[src/rtl/vga_raster_pkg.sv]
package vga_raster_pkg;
  localparam int DIM_W  = 12;
  localparam int MODE_W = 3;

  typedef struct packed {
    logic [DIM_W-1:0] colActive;
    logic [DIM_W-1:0] colTotal;
    logic [DIM_W-1:0] lineActive;
    logic [DIM_W-1:0] lineTotal;
    logic [DIM_W-1:0] hBegin;
    logic [DIM_W-1:0] hEnd;
    logic [DIM_W-1:0] vBegin;
    logic [DIM_W-1:0] vEnd;
  } timing_t;

  // strobes from the counter control to the sync datapath
  typedef struct packed {
    logic hBeginHit;
    logic hEndHit;
    logic vBeginHit;
    logic vEndHit;
    logic inActive;
  } strobe_t;
endpackage

[src/rtl/vga_mode_table.sv]
module vga_mode_table
  import vga_raster_pkg::*;
#(
  parameter int H_ACTIVE     = 640,
  parameter int H_TOTAL      = 800,
  parameter int H_SYNC_BEGIN = 656,
  parameter int H_SYNC_END   = 752,
  parameter int V_ACTIVE     = 480,
  parameter int V_TOTAL      = 525,
  parameter int V_SYNC_BEGIN = 490,
  parameter int V_SYNC_END   = 492
) (
  input  logic [MODE_W-1:0] modeSel,
  output timing_t           timing
);
  localparam logic [MODE_W-1:0] MODE_VGA480 = '0;

  timing_t entryVga480;

  always_comb begin
    entryVga480.colActive  = DIM_W'(H_ACTIVE);
    entryVga480.colTotal   = DIM_W'(H_TOTAL);
    entryVga480.lineActive = DIM_W'(V_ACTIVE);
    entryVga480.lineTotal  = DIM_W'(V_TOTAL);
    entryVga480.hBegin     = DIM_W'(H_SYNC_BEGIN);
    entryVga480.hEnd       = DIM_W'(H_SYNC_END);
    entryVga480.vBegin     = DIM_W'(V_SYNC_BEGIN);
    entryVga480.vEnd       = DIM_W'(V_SYNC_END);
  end

  always_comb begin
    case (modeSel)
      MODE_VGA480: timing = entryVga480;
      default:     timing = entryVga480;  // only supported entry
    endcase
  end
endmodule

[src/rtl/vga_raster_ctrl.sv]
module vga_raster_ctrl
  import vga_raster_pkg::*;
(
  input  logic             clk,
  input  logic             rst,
  input  timing_t          timing,
  output logic [DIM_W-1:0] column,
  output logic [DIM_W-1:0] line,
  output strobe_t          strobes
);
  logic lineEnd;
  logic frameEnd;

  always_comb begin
    lineEnd  = (column == timing.colTotal - DIM_W'(1));
    frameEnd = (line == timing.lineTotal - DIM_W'(1));
  end

  always_ff @(posedge clk) begin
    if (rst) begin
      column <= '0;
      line   <= '0;
    end else if (lineEnd) begin
      column <= '0;
      line   <= frameEnd ? '0 : line + DIM_W'(1);
    end else begin
      column <= column + DIM_W'(1);
    end
  end

  always_comb begin
    strobes.hBeginHit = (column == timing.hBegin);
    strobes.hEndHit   = (column == timing.hEnd);
    strobes.vBeginHit = (line == timing.vBegin);
    strobes.vEndHit   = (line == timing.vEnd);
    strobes.inActive  = (column < timing.colActive) && (line < timing.lineActive);
  end
endmodule

[src/rtl/vga_sync_dp.sv]
module vga_sync_dp
  import vga_raster_pkg::*;
(
  input  logic    clk,
  input  logic    rst,
  input  logic    enable,
  input  strobe_t strobes,
  output logic    hsyncN,
  output logic    vsyncN,
  output logic    activeVideo
);
  logic hNext;
  logic vNext;

  always_comb begin
    hNext = hsyncN;
    if (strobes.hBeginHit)    hNext = 1'b0;
    else if (strobes.hEndHit) hNext = 1'b1;
    vNext = vsyncN;
    if (strobes.vBeginHit)    vNext = 1'b0;
    else if (strobes.vEndHit) vNext = 1'b1;
  end

  always_ff @(posedge clk) begin
    if (rst) begin
      hsyncN      <= 1'b1;
      vsyncN      <= 1'b1;
      activeVideo <= 1'b0;
    end else begin
      hsyncN      <= enable ? hNext : 1'b1;
      vsyncN      <= enable ? vNext : 1'b1;
      activeVideo <= strobes.inActive;
    end
  end
endmodule

[src/rtl/vga_raster_sync.sv]
module vga_raster_sync
  import vga_raster_pkg::*;
#(
  parameter int H_ACTIVE     = 640,
  parameter int H_TOTAL      = 800,
  parameter int H_SYNC_BEGIN = 656,
  parameter int H_SYNC_END   = 752,
  parameter int V_ACTIVE     = 480,
  parameter int V_TOTAL      = 525,
  parameter int V_SYNC_BEGIN = 490,
  parameter int V_SYNC_END   = 492
) (
  input  logic              clk,
  input  logic              rst,
  input  logic              enable,
  input  logic [MODE_W-1:0] modeSel,
  output logic [DIM_W-1:0]  column,
  output logic [DIM_W-1:0]  line,
  output logic              activeVideo,
  output logic              hsyncN,
  output logic              vsyncN
);
  timing_t timing;
  strobe_t strobes;

  vga_mode_table #(
    .H_ACTIVE(H_ACTIVE), .H_TOTAL(H_TOTAL),
    .H_SYNC_BEGIN(H_SYNC_BEGIN), .H_SYNC_END(H_SYNC_END),
    .V_ACTIVE(V_ACTIVE), .V_TOTAL(V_TOTAL),
    .V_SYNC_BEGIN(V_SYNC_BEGIN), .V_SYNC_END(V_SYNC_END)
  ) u_table (
    .modeSel(modeSel),
    .timing(timing)
  );

  vga_raster_ctrl u_ctrl (
    .clk(clk),
    .rst(rst),
    .timing(timing),
    .column(column),
    .line(line),
    .strobes(strobes)
  );

  vga_sync_dp u_dp (
    .clk(clk),
    .rst(rst),
    .enable(enable),
    .strobes(strobes),
    .hsyncN(hsyncN),
    .vsyncN(vsyncN),
    .activeVideo(activeVideo)
  );
endmodule

[config.mk]
export PLATFORM = sky130hd
export DESIGN_NAME = vga_raster_sync
export DESIGN_NICKNAME = d
export VERILOG_FILES = /design/src/rtl/vga_raster_pkg.sv /design/src/rtl/vga_mode_table.sv /design/src/rtl/vga_raster_ctrl.sv /design/src/rtl/vga_sync_dp.sv /design/src/rtl/vga_raster_sync.sv
export SDC_FILE = /design/constraint.sdc
export NUM_CORES = 1
export LEC_CHECK = 0
export ABC_AREA = 1
export ABC_CLOCK_PERIOD_IN_PS = 3830
export BUFFER_PORTS_ARGS = -buffer_cell sky130_fd_sc_hd__buf_2
export CAP_MARGIN = 0
export CORE_ASPECT_RATIO = 1.4
export CORE_MARGIN = 5
export CORE_UTILIZATION = 50
export CTS_CLUSTER_DIAMETER = 50
export CTS_CLUSTER_SIZE = 8
export DETAILED_ROUTE_END_ITERATION = 16
export PLACE_DENSITY = 0.75
export SETUP_SLACK_MARGIN = 0.02
export SKIP_CTS_REPAIR_TIMING = 1
export SLEW_MARGIN = 20
export SYNTH_ARGS = -nofsm -noshare
export SYNTH_HDL_FRONTEND = slang
export SYNTH_HIERARCHICAL = 1
export SYNTH_SLANG_ARGS = --single-unit
export TNS_END_PERCENT = 20
[constraint.sdc]
create_clock -name clk -period 3.83 [get_ports clk]
set_input_delay 0.383 -clock clk [delete_from_list [all_inputs] [get_ports clk]]
set_output_delay 0.383 -clock clk [all_outputs]
set_load 0.02 [all_outputs]
Word-level counts from Yosys, hierarchy flattened
Index checks and enable logic that the tools add are counted.

Register bits: 27. Output and inout port bits: 27. Logic and storage cells: 26.

Bitwise operators: 1. Add/sub/neg operators: 2. Muxes and demuxes: 5. Equal/unequal tests: 6. Reductions and logical operators: 5. Order comparisons: 2.

Operator list (number): $eq A12 B10 Y1 const B (4); $add A12 B1 Y12 const B (2); $eq A12 B9 Y1 const B (2); $lt A12 B10 Y1 const B (1); $lt A12 B9 Y1 const B (1); $mux W12 (1); $mux W1 (4); $reduce_bool A2 Y1 (2); $reduce_or A2 Y1 (2); $logic_and A1 B1 Y1 (1); $not A1 Y1 (1).

Logic depth before layout (Yosys ltp)
Gate-level depths: netlist of the first run.

Depth in word-level cells: 3. Gate-level depth with buffers: 16.

By module
Netlist of the first run, hierarchy kept.

Modules (own cells, without submodules): vga_raster_ctrl (times used 1, cells an instance 601, area each 3547.2 µm², seq. area each 480.5 µm²); vga_mode_table (times used 1, cells an instance 98, area each 728.2 µm², seq. area each 0.0 µm²); vga_sync_dp (times used 1, cells an instance 13, area each 102.6 µm², seq. area each 60.1 µm²).

Least setup slack after synthesis of the first run
No wires, ideal clock.

Path type: reg-to-reg. Start point: reg u_ctrl.column[1]. End point: reg u_ctrl.line[0]. Cell stages (with the launch flop): 15. Data required time: 3.717 ns. Slack: 2.030 ns. Period minus slack after synthesis: 1.800 ns. Arrival: 1.687 ns. Cells stage by stage: dfxtp_1 > clkbuf_2 > inv_1 > nand2_1 > nand2_1 > nor2_1 > nand3_1 > nor2_2 > nand2_2 > nor2_4 > nand2_4 > nand2_4 > nand2_4 > o21ai_1 > inv_1.

Word-level cells in the longest chain between the ends: 1.

RTL lines: start, declared (RTL line vga_raster_ctrl.sv:7) `output logic [DIM_W-1:0] column,`; start signal, assigned (RTL line vga_raster_ctrl.sv:27) `column <= column + DIM_W'(1);`; $eq A12 B10 Y1 (RTL line vga_raster_ctrl.sv:15) `lineEnd = (column == timing.colTotal - DIM_W'(1));`; end signal, assigned (RTL line vga_raster_ctrl.sv:25) `line <= frameEnd ? '0 : line + DIM_W'(1);`; end, declared (RTL line vga_raster_ctrl.sv:8) `output logic [DIM_W-1:0] line,`.

Every way passes these cells. A chain may end at the register's enable or synchronous reset.

Final worst setup path of the first run
Start point: reg u_ctrl.column[0]. End point: reg u_ctrl.line[8].

The elaborated chain is that of the path after synthesis.

==> results.cfg, run 1 <==
[routing]
ant_nets = 0
viasPerCell = 4.486
wl_per_cell_um = 10.02
drt-total-wl_um = 8296
drt-pass1-iter-count = 4
vias = 3714
drcViolationCount = 0
drt_iter0_drc = 119

[timing]
finalCriticalPeriod_ns = 2.026
fmax_mhz = 493.6
report.final.setup_viol = 0
period_share_pct = 52.89
final_hold_viol_count = 0
finalSetupTns_ns = 0
setup_ws_ns = 1.804
rsz0062_at_grt = false
drv_slew = 0
clock-skew-final_ns = 0.007018

[floorplan]
die_area_um2 = 10750
ios = 33
die_h_um = 120.7
num_rows = 40
start_util_pct = 51.15
die_w_um = 89.09
coreArea_um2 = 8558

[worst_setup_path]
worst-setup-path-type = reg2reg
path_max_fanout = 14
crit_arrival_ns = 2.19
required_ns = 4.00
worstSetupEndpointType = register
ff2ff_setup_slack_ns = 1.80
start_kind = register

[global_route]
met1_usage_pct = 17.17
grt_pass1_wl_um = 14730
grt_pass1_vias = 3622
grt_max_degree = 18
gr-total-overflow = 0
antenna_found_initial = 0
met3_usage_pct = 1.977
grt_usage_pct = 16.40
busiest_layer = met2
use_met2_pct = 32.75

[clock_tree]
cts_buffers = 3
cts_tree = done
clk_pin_slew_worst_paths_ns = 0.07
clockRootBuffer = clkbuf_16
cts_sinks = 27
worstSkewPairLatency_ns = 0.26
h-tree-depth = 1
cts_buffer_depth = 2

[synth]
ys_types = 36
avgSynthCellArea_um2 = 6.149
ys_seq_area_share_pct = 12.35
ys_seq_elements = 27
yosys.area.top_type_share_pct = 16.80
syn_inst = 712
synth.most_common_cell = nand2_1
yosys-top-cells-area = buf_4 17%, nand2_1 14%, dfxtp_1 12%
yosys.area.top_type = buf_4
synth_edf_count = 0
netlist_area_um2 = 4378
yosys-top-cells-count = 166 x nand2_1, 102 x inv_1, 98 x buf_4
yosys_warnings = 6
synth-main-ff-cell = dfxtp_1
synth_async_sr_flop_share_pct = 0

[layout]
syn2layout_area_growth_pct = -2.715
finalNetCount = 756
stdcell_area_um2 = 4259
drive_gt1_share_pct = 9.544
n_antenna_cell = 0
nFillCells = 876

[place]
place.gp.congestion = 0.9109
pre_cts_slack_ns = 1.801
place.detailed.hpwl_um = 6986
portBuffers = 29
dpl-instance-area_um2 = 4175

[pwr]
p_leak_nw = 2.269
power_density_nw_per_um2 = 170.1
irDropWorstVdd_v = 0.0002875

[outcome]
status = finished, final reports clean

[worst_hold_path]
hold_class = in2reg

[job]
max_cap_violations = 0
## power breakdown
group / switching, mW / leakage (nW) / total, mW / internal (mW)
Combinational: 0.116 / 2.01 / 0.185 / 0.0688
Clock: 0.104 / 0.0415 / 0.248 / 0.145
Sequential: 0.00727 / 0.218 / 0.291 / 0.284
## kinds of logic after synthesis
| family | share of synthesized area (%) |
|---|---|
| flip-flops | 12.35 |
| XOR/XNOR | 11.80 |
| AO/OA/AOI/OAI | 4.630 |
| AND/OR/NAND/NOR | 35.38 |
| adder cells (fa/ha/maj) | 7.431 |
| other | 0.1715 |
| buffers and inverters | 28.24 |
## final timing paths
check,startpoint,to,cells past startpoint
min reg2reg,u_dp/vsyncN,u_dp/vsyncN,2
max reg2reg,u_ctrl/column[0],u_ctrl/line[8],13
min,rst,u_dp/activeVideo,2
max,u_ctrl/column[0],u_ctrl/line[8],13
## sequential cells by signal (all words and copies together) (netlist names)
register          cells
u_ctrl/column        12
u_ctrl/line          12
u_dp/activeVideo      1
u_dp/hsyncN           1
u_dp/vsyncN           1
## routing by layer
metal  share of wire (%)  vias up
met5                   0        -
met4                 1.7        0
met3                 2.4       12
met2                  55       42
met1                  41     1627
li1                    -     2033
## layout by cell type, fill, tap and decap left out, types with 3 or more instances in the layout
master and count:
nor2_2 5, nand2_2 4, inv_2 4, conb_1 96, xor2_1 16, o21ai_1 7, nand2_1 166, xnor2_1 43
buf_2 29, a21oi_1 15, nor3_1 7, nand4_1 24, or2_2 6, dfxtp_1 27, clkbuf_16 3, ha_1 26
nand2_4 4, nor2_1 68, nor2_4 7, inv_1 102, o21ai_0 9, nand3_1 37
## layout make-up
cell class                 instances  area [um2]  share of cell area, %
clock buffer                       3       75.07                  1.763
multi-input combinational        556        2954                  69.36
sequential                        27       540.5                  12.69
clock inverter                     1       8.758                 0.2056
timing repair buffer              29       145.1                  3.408
tap                              105       131.4                  3.085
inverter                         107       404.1                  9.489
## stage by stage
stage	hold WS, ns	utilization (%)	total power, mW	cells
after floorplan	0.4542	-	0.5258	806
after global routing	0.3321	49.77	0.7766	828
after CTS	0.3029	49.77	0.7193	828
after global placement	0.4565	48.79	0.4661	824
after detailed placement	0.4585	48.79	0.4705	824
final	0.3070	49.77	0.7244	828
## worst max-delay path, stage by stage (launching register included)
cell     delay, ns
dfxtp_1       0.50
inv_1         0.12
nand2_1       0.08
nand2_1       0.05
nor2_1        0.13
nand3_1       0.11
nor2_2        0.17
nand2_2       0.09
nor2_4        0.13
nand2_4       0.10
nand2_4       0.18
nand2_4       0.12
inv_4         0.10
nor2_1        0.05
Power figures use the tool's default switching activity.
==> run 2: changes to the inputs <==
ABC_CLOCK_PERIOD_IN_PS = 1900   (was 3830)
clock period = 1.9 ns   (was 3.83 ns; I/O delays follow)
==> results.cfg, run 2 (synthesis results as in run 1) <==
[routing]
drt_iter0_drc = 137
viasPerCell = 4.541
drcViolationCount = 0
wl_per_cell_um = 10.38
drt-total-wl_um = 8830
vias = 3864
ant_nets = 0
drt-pass1-iter-count = 4

[floorplan]
die_area_um2 = 10750
die_h_um = 120.7
num_rows = 40
die_w_um = 89.09
start_util_pct = 51.15
ios = 33
coreArea_um2 = 8558

[pwr]
p_leak_nw = 2.394
irDropWorstVdd_v = 0.0003611
clkPwrFrac_pct = 33.8
pwr-share-comb_pct = 27.2
power_mw = 1.475
intPower_mw = 1.009
netSwitchingFraction_pct = 31.58
p_sw_mw = 0.4659
power_density_nw_per_um2 = 330.8
pwr-share-seq_pct = 39.0

[layout]
nFillCells = 881
area.sequential_um2 = 543.0
final_cell_mix = 166 x nand2_1, 102 x inv_1, 96 x conb_1
drive_gt1_share_pct = 13.14
final_cells = 851
multi_input_area_um2 = 2968
n_antenna_cell = 0
postLayoutCoreUtil_pct = 52.11
largestRegisters = u_ctrl/column: 12 flops, u_ctrl/line: 12 flops
layout_commonest_cell = nand2_1
finalNetCount = 779
stdcell_area_um2 = 4459
syn2layout_area_growth_pct = 1.858

[timing]
rsz0062_at_grt = false
drv_slew = 0
finalCriticalPeriod_ns = 1.737
final_hold_viol_count = 0
clock-skew-final_ns = 0.001553
finalSetupTns_ns = 0
report.final.setup_viol = 0
hold_ws_ns = 0.1302
setup_ws_ns = 0.1631
period_share_pct = 91.41
fmax_mhz = 575.8

[global_route]
grt_usage_pct = 17.34
grt_pass1_wl_um = 15420
antenna_found_initial = 0
gr-total-overflow = 0
grt_max_degree = 17
grt_pass1_vias = 3844

[clock_tree]
clockRootBuffer = clkbuf_16
worstSkewPairLatency_ns = 0.26
h-tree-depth = 1
cts_buffer_depth = 2
cts_buffers = 3
clk_pin_slew_worst_paths_ns = 0.07
cts_tree = done
cts_sinks = 27

[place]
dpl-instance-area_um2 = 4360
portBuffers = 29
pre_cts_slack_ns = 0.1607
place.gp.congestion = 0.9078
place.detailed.hpwl_um = 7523
placed_cells_incl_taps = 847

[worst_setup_path]
worst-setup-path-type = reg2reg
crit_arrival_ns = 1.90
worstSetupEndpointType = register
worstReg2RegStart = u_ctrl/line[1]
path_max_fanout = 6
start_kind = register
ff2ff_setup_slack_ns = 0.16
critPathLaunch = u_ctrl/line[1]
r2r_end = u_dp/activeVideo
required_ns = 2.06
r2r_cells = 13

[worst_hold_path]
hp-start = rst
hold_depth = 2
hold_end = u_dp/activeVideo
hold_class = in2reg

[job]
max_cap_violations = 0

[outcome]
status = finished, final reports clean
run 2: changes by cell type in the layout (fill, tap and decap cells not counted), sizes merged:
cell and change:
inv -1, clkinvlp +1, buf +23
run 2: routing by layer:
layer | vias to the layer above | global-route usage [%] | part of all wire, %
met5 | - | 0 | 0
met2 | 65 | 34.92 | 56
met1 | 1702 | 17.39 | 37
li1 | 2077 | - | -
met3 | 20 | 1.772 | 3.5
met4 | 0 | 6.052 | 3.0
run 2: area by class of cell:
cell class / instances / share of cell area [%]
tap: 105 / 2.946
multi-input combinational: 556 / 66.55
inverter: 107 / 9.063
clock inverter: 1 / 0.1684
timing repair buffer: 52 / 7.407
sequential: 27 / 12.18
clock buffer: 3 / 1.684
run 2: power by group through the flow:
stage	clock network (mW)	logic [mW]	registers [mW]
final	0.499	0.401	0.576
after global routing	0.543	0.463	0.577
after CTS	0.518	0.377	0.576
after detailed placement	0	0.376	0.589
after global placement	0	0.366	0.589
after floorplan	0	0.462	0.598
run 2: worst max path at each step:
stage	slack (ns)	endpoint
2_1_floorplan	0.1	u_ctrl/line[0]
3_3_place_gp	0.19	u_ctrl/line[10]
3_5_place_dp	0.16	u_ctrl/line[10]
4_1_cts	0.13	u_ctrl/line[10]
5_1_grt	0.02	u_dp/activeVideo
6_report	0.16	u_dp/activeVideo
run 2: worst max-delay path, cell delays in order, from the launching register on:
cell,delay [ns]
dfxtp_1,0.34
buf_4,0.17
ha_1,0.28
a21oi_1,0.06
o21ai_0,0.17
nand4_1,0.11
nand2_1,0.14
nand2_1,0.06
nand2_1,0.05
nand3_1,0.06
nand2_1,0.06
nor2_1,0.04
inv_1,0.06
nor2_1,0.03
==> run 3: changes to the inputs <==
CORE_UTILIZATION = 60   (was 50)
PLACE_DENSITY = 0.87   (was 0.75)
==> results.cfg, run 3 (synthesis results as in run 1) <==
[timing]
hold_ws_ns = 0.1490
rsz0062_at_grt = true
drv_slew = 0
final_hold_viol_count = 0
finalCriticalPeriod_ns = 1.772
finalSetupTns_ns = 0
clock-skew-final_ns = 0.003252
fmax_mhz = 564.3
report.final.setup_viol = 0
period_share_pct = 93.27

[pwr]
clkPwrFrac_pct = 26.1
pwr-share-seq_pct = 43.3
irDropWorstVdd_v = 0.0002834
intPower_mw = 0.8723
netSwitchingFraction_pct = 34.49
power_density_nw_per_um2 = 302.7
pwr-share-comb_pct = 30.7
p_leak_nw = 2.371
p_sw_mw = 0.4593

[floorplan]
die_w_um = 82.20
start_util_pct = 62.30
ios = 33
num_rows = 36
die_area_um2 = 9129
coreArea_um2 = 7027
die_h_um = 111.1

[place]
place.gp.congestion = 0.9240
place.detailed.hpwl_um = 7692
portBuffers = 29

[worst_hold_path]
hp-start = rst
hold_class = in2reg
hold_depth = 2

[routing]
drt-pass1-iter-count = 5
vias = 3943
wl_per_cell_um = 10.78
drcViolationCount = 0
drt_iter0_drc = 151
viasPerCell = 4.694
ant_nets = 0
drt-total-wl_um = 9053

[worst_setup_path]
critPathLaunch = u_ctrl/column[0]
ff2ff_setup_slack_ns = 0.13
required_ns = 2.07
r2r_cells = 12
cpPeakStageDelay_ns = 0.35
worstSetupEndpointType = register
cp_num_cells = 12
path_cells = inv_1 > nand2_1 > nand2_1 > nor2_1 > nand3_1 > nor2_4 > nand2_2 > nor2_4 > nand2_4 > nand2_4 > buf_6 > nor3b_1
start_kind = register
crit_arrival_ns = 1.94
cp_top_family = simple AND/OR/NAND/NOR gates
worstReg2RegStart = u_ctrl/column[0]
worst-path-buf-inv = 2
path_max_fanout = 12
worst-setup-path-type = reg2reg
cpMaxStageDelayCell = dfxtp_1

[clock_tree]
clockRootBuffer = clkbuf_8
cts_sinks = 27
clk_pin_slew_worst_paths_ns = 0.10
h-tree-depth = 1
worstSkewPairLatency_ns = 0.28
cts_tree = done
cts_buffer_depth = 2
cts_buffers = 3

[global_route]
grt_usage_pct = 20.46
grt_max_degree = 17
gr-total-overflow = 0
grt_pass1_wl_um = 15230
antenna_found_initial = 0
grt_pass1_vias = 3796

[layout]
final_cell_mix = 166 x nand2_1, 102 x inv_1, 96 x conb_1
syn2layout_area_growth_pct = 0.4859
n_antenna_cell = 0
drive_gt1_share_pct = 13.15
finalNetCount = 778
largestRegisters = u_ctrl/column: 12 flops, u_ctrl/line: 12 flops
nFillCells = 688
layout_commonest_cell = nand2_1

[outcome]
status = finished, final reports clean

[job]
max_cap_violations = 0
==> run 3: worst paths after layout <==
kind                           end
setup / recovery  u_ctrl/column[2]
hold / removal    u_dp/activeVideo
setup reg to reg  u_ctrl/column[2]
hold reg to reg        u_dp/vsyncN
==> run 3: metrics by stage <==
step | std cells | power, mW | util, % | worst slack [ns] | instance area [um2]
3_3_place_gp | 836 | 0.9548 | 61.59 | 0.1656 | 4328
2_1_floorplan | 806 | 1.060 | - | 0.09957 | 4731
3_5_place_dp | 836 | 0.9678 | 61.59 | 0.1141 | 4328
4_1_cts | 840 | 1.308 | 62.29 | 0.09364 | 4377
6_report | 840 | 1.332 | 62.61 | 0.1279 | 4399
5_1_grt | 840 | 1.416 | 62.61 | -0.01582 | 4399
==> run 3: power by group through the flow <==
stage	Clock, mW	Sequential [mW]	Combinational [mW]
floorplan	0	0.598	0.462
global placement	0	0.589	0.366
detailed placement	0	0.589	0.378
CTS	0.352	0.576	0.380
global route	0.371	0.577	0.467
finish	0.347	0.576	0.408
==> run 3: worst register-to-register path: cells and delay by family (launching register included) <==
kind	cells	cell delay, ns
flip-flops	1	0.35
AND/OR/NAND/NOR	10	1.09
buffers and inverters	2	0.23
==> run 3: layout make-up <==
cell class / count / area [um2] / area share, %
inverters: 107 / 404.1 / 9.187
clock inverters: 1 / 7.507 / 0.1706
clock buffers: 3 / 41.29 / 0.9386
multi-input cells: 556 / 2967 / 67.43
flip-flops and latches: 27 / 546.8 / 12.43
well taps: 95 / 118.9 / 2.702
repair buffers: 51 / 314.1 / 7.139
==> run 3: metal layers <==
metal,global-route usage (%),part of all wire (%),up-vias
met5,0,0,-
met4,8.315,3.7,0
met3,1.789,2.7,26
met2,41.81,56,73
met1,19.13,37,1775
li1,-,-,2069
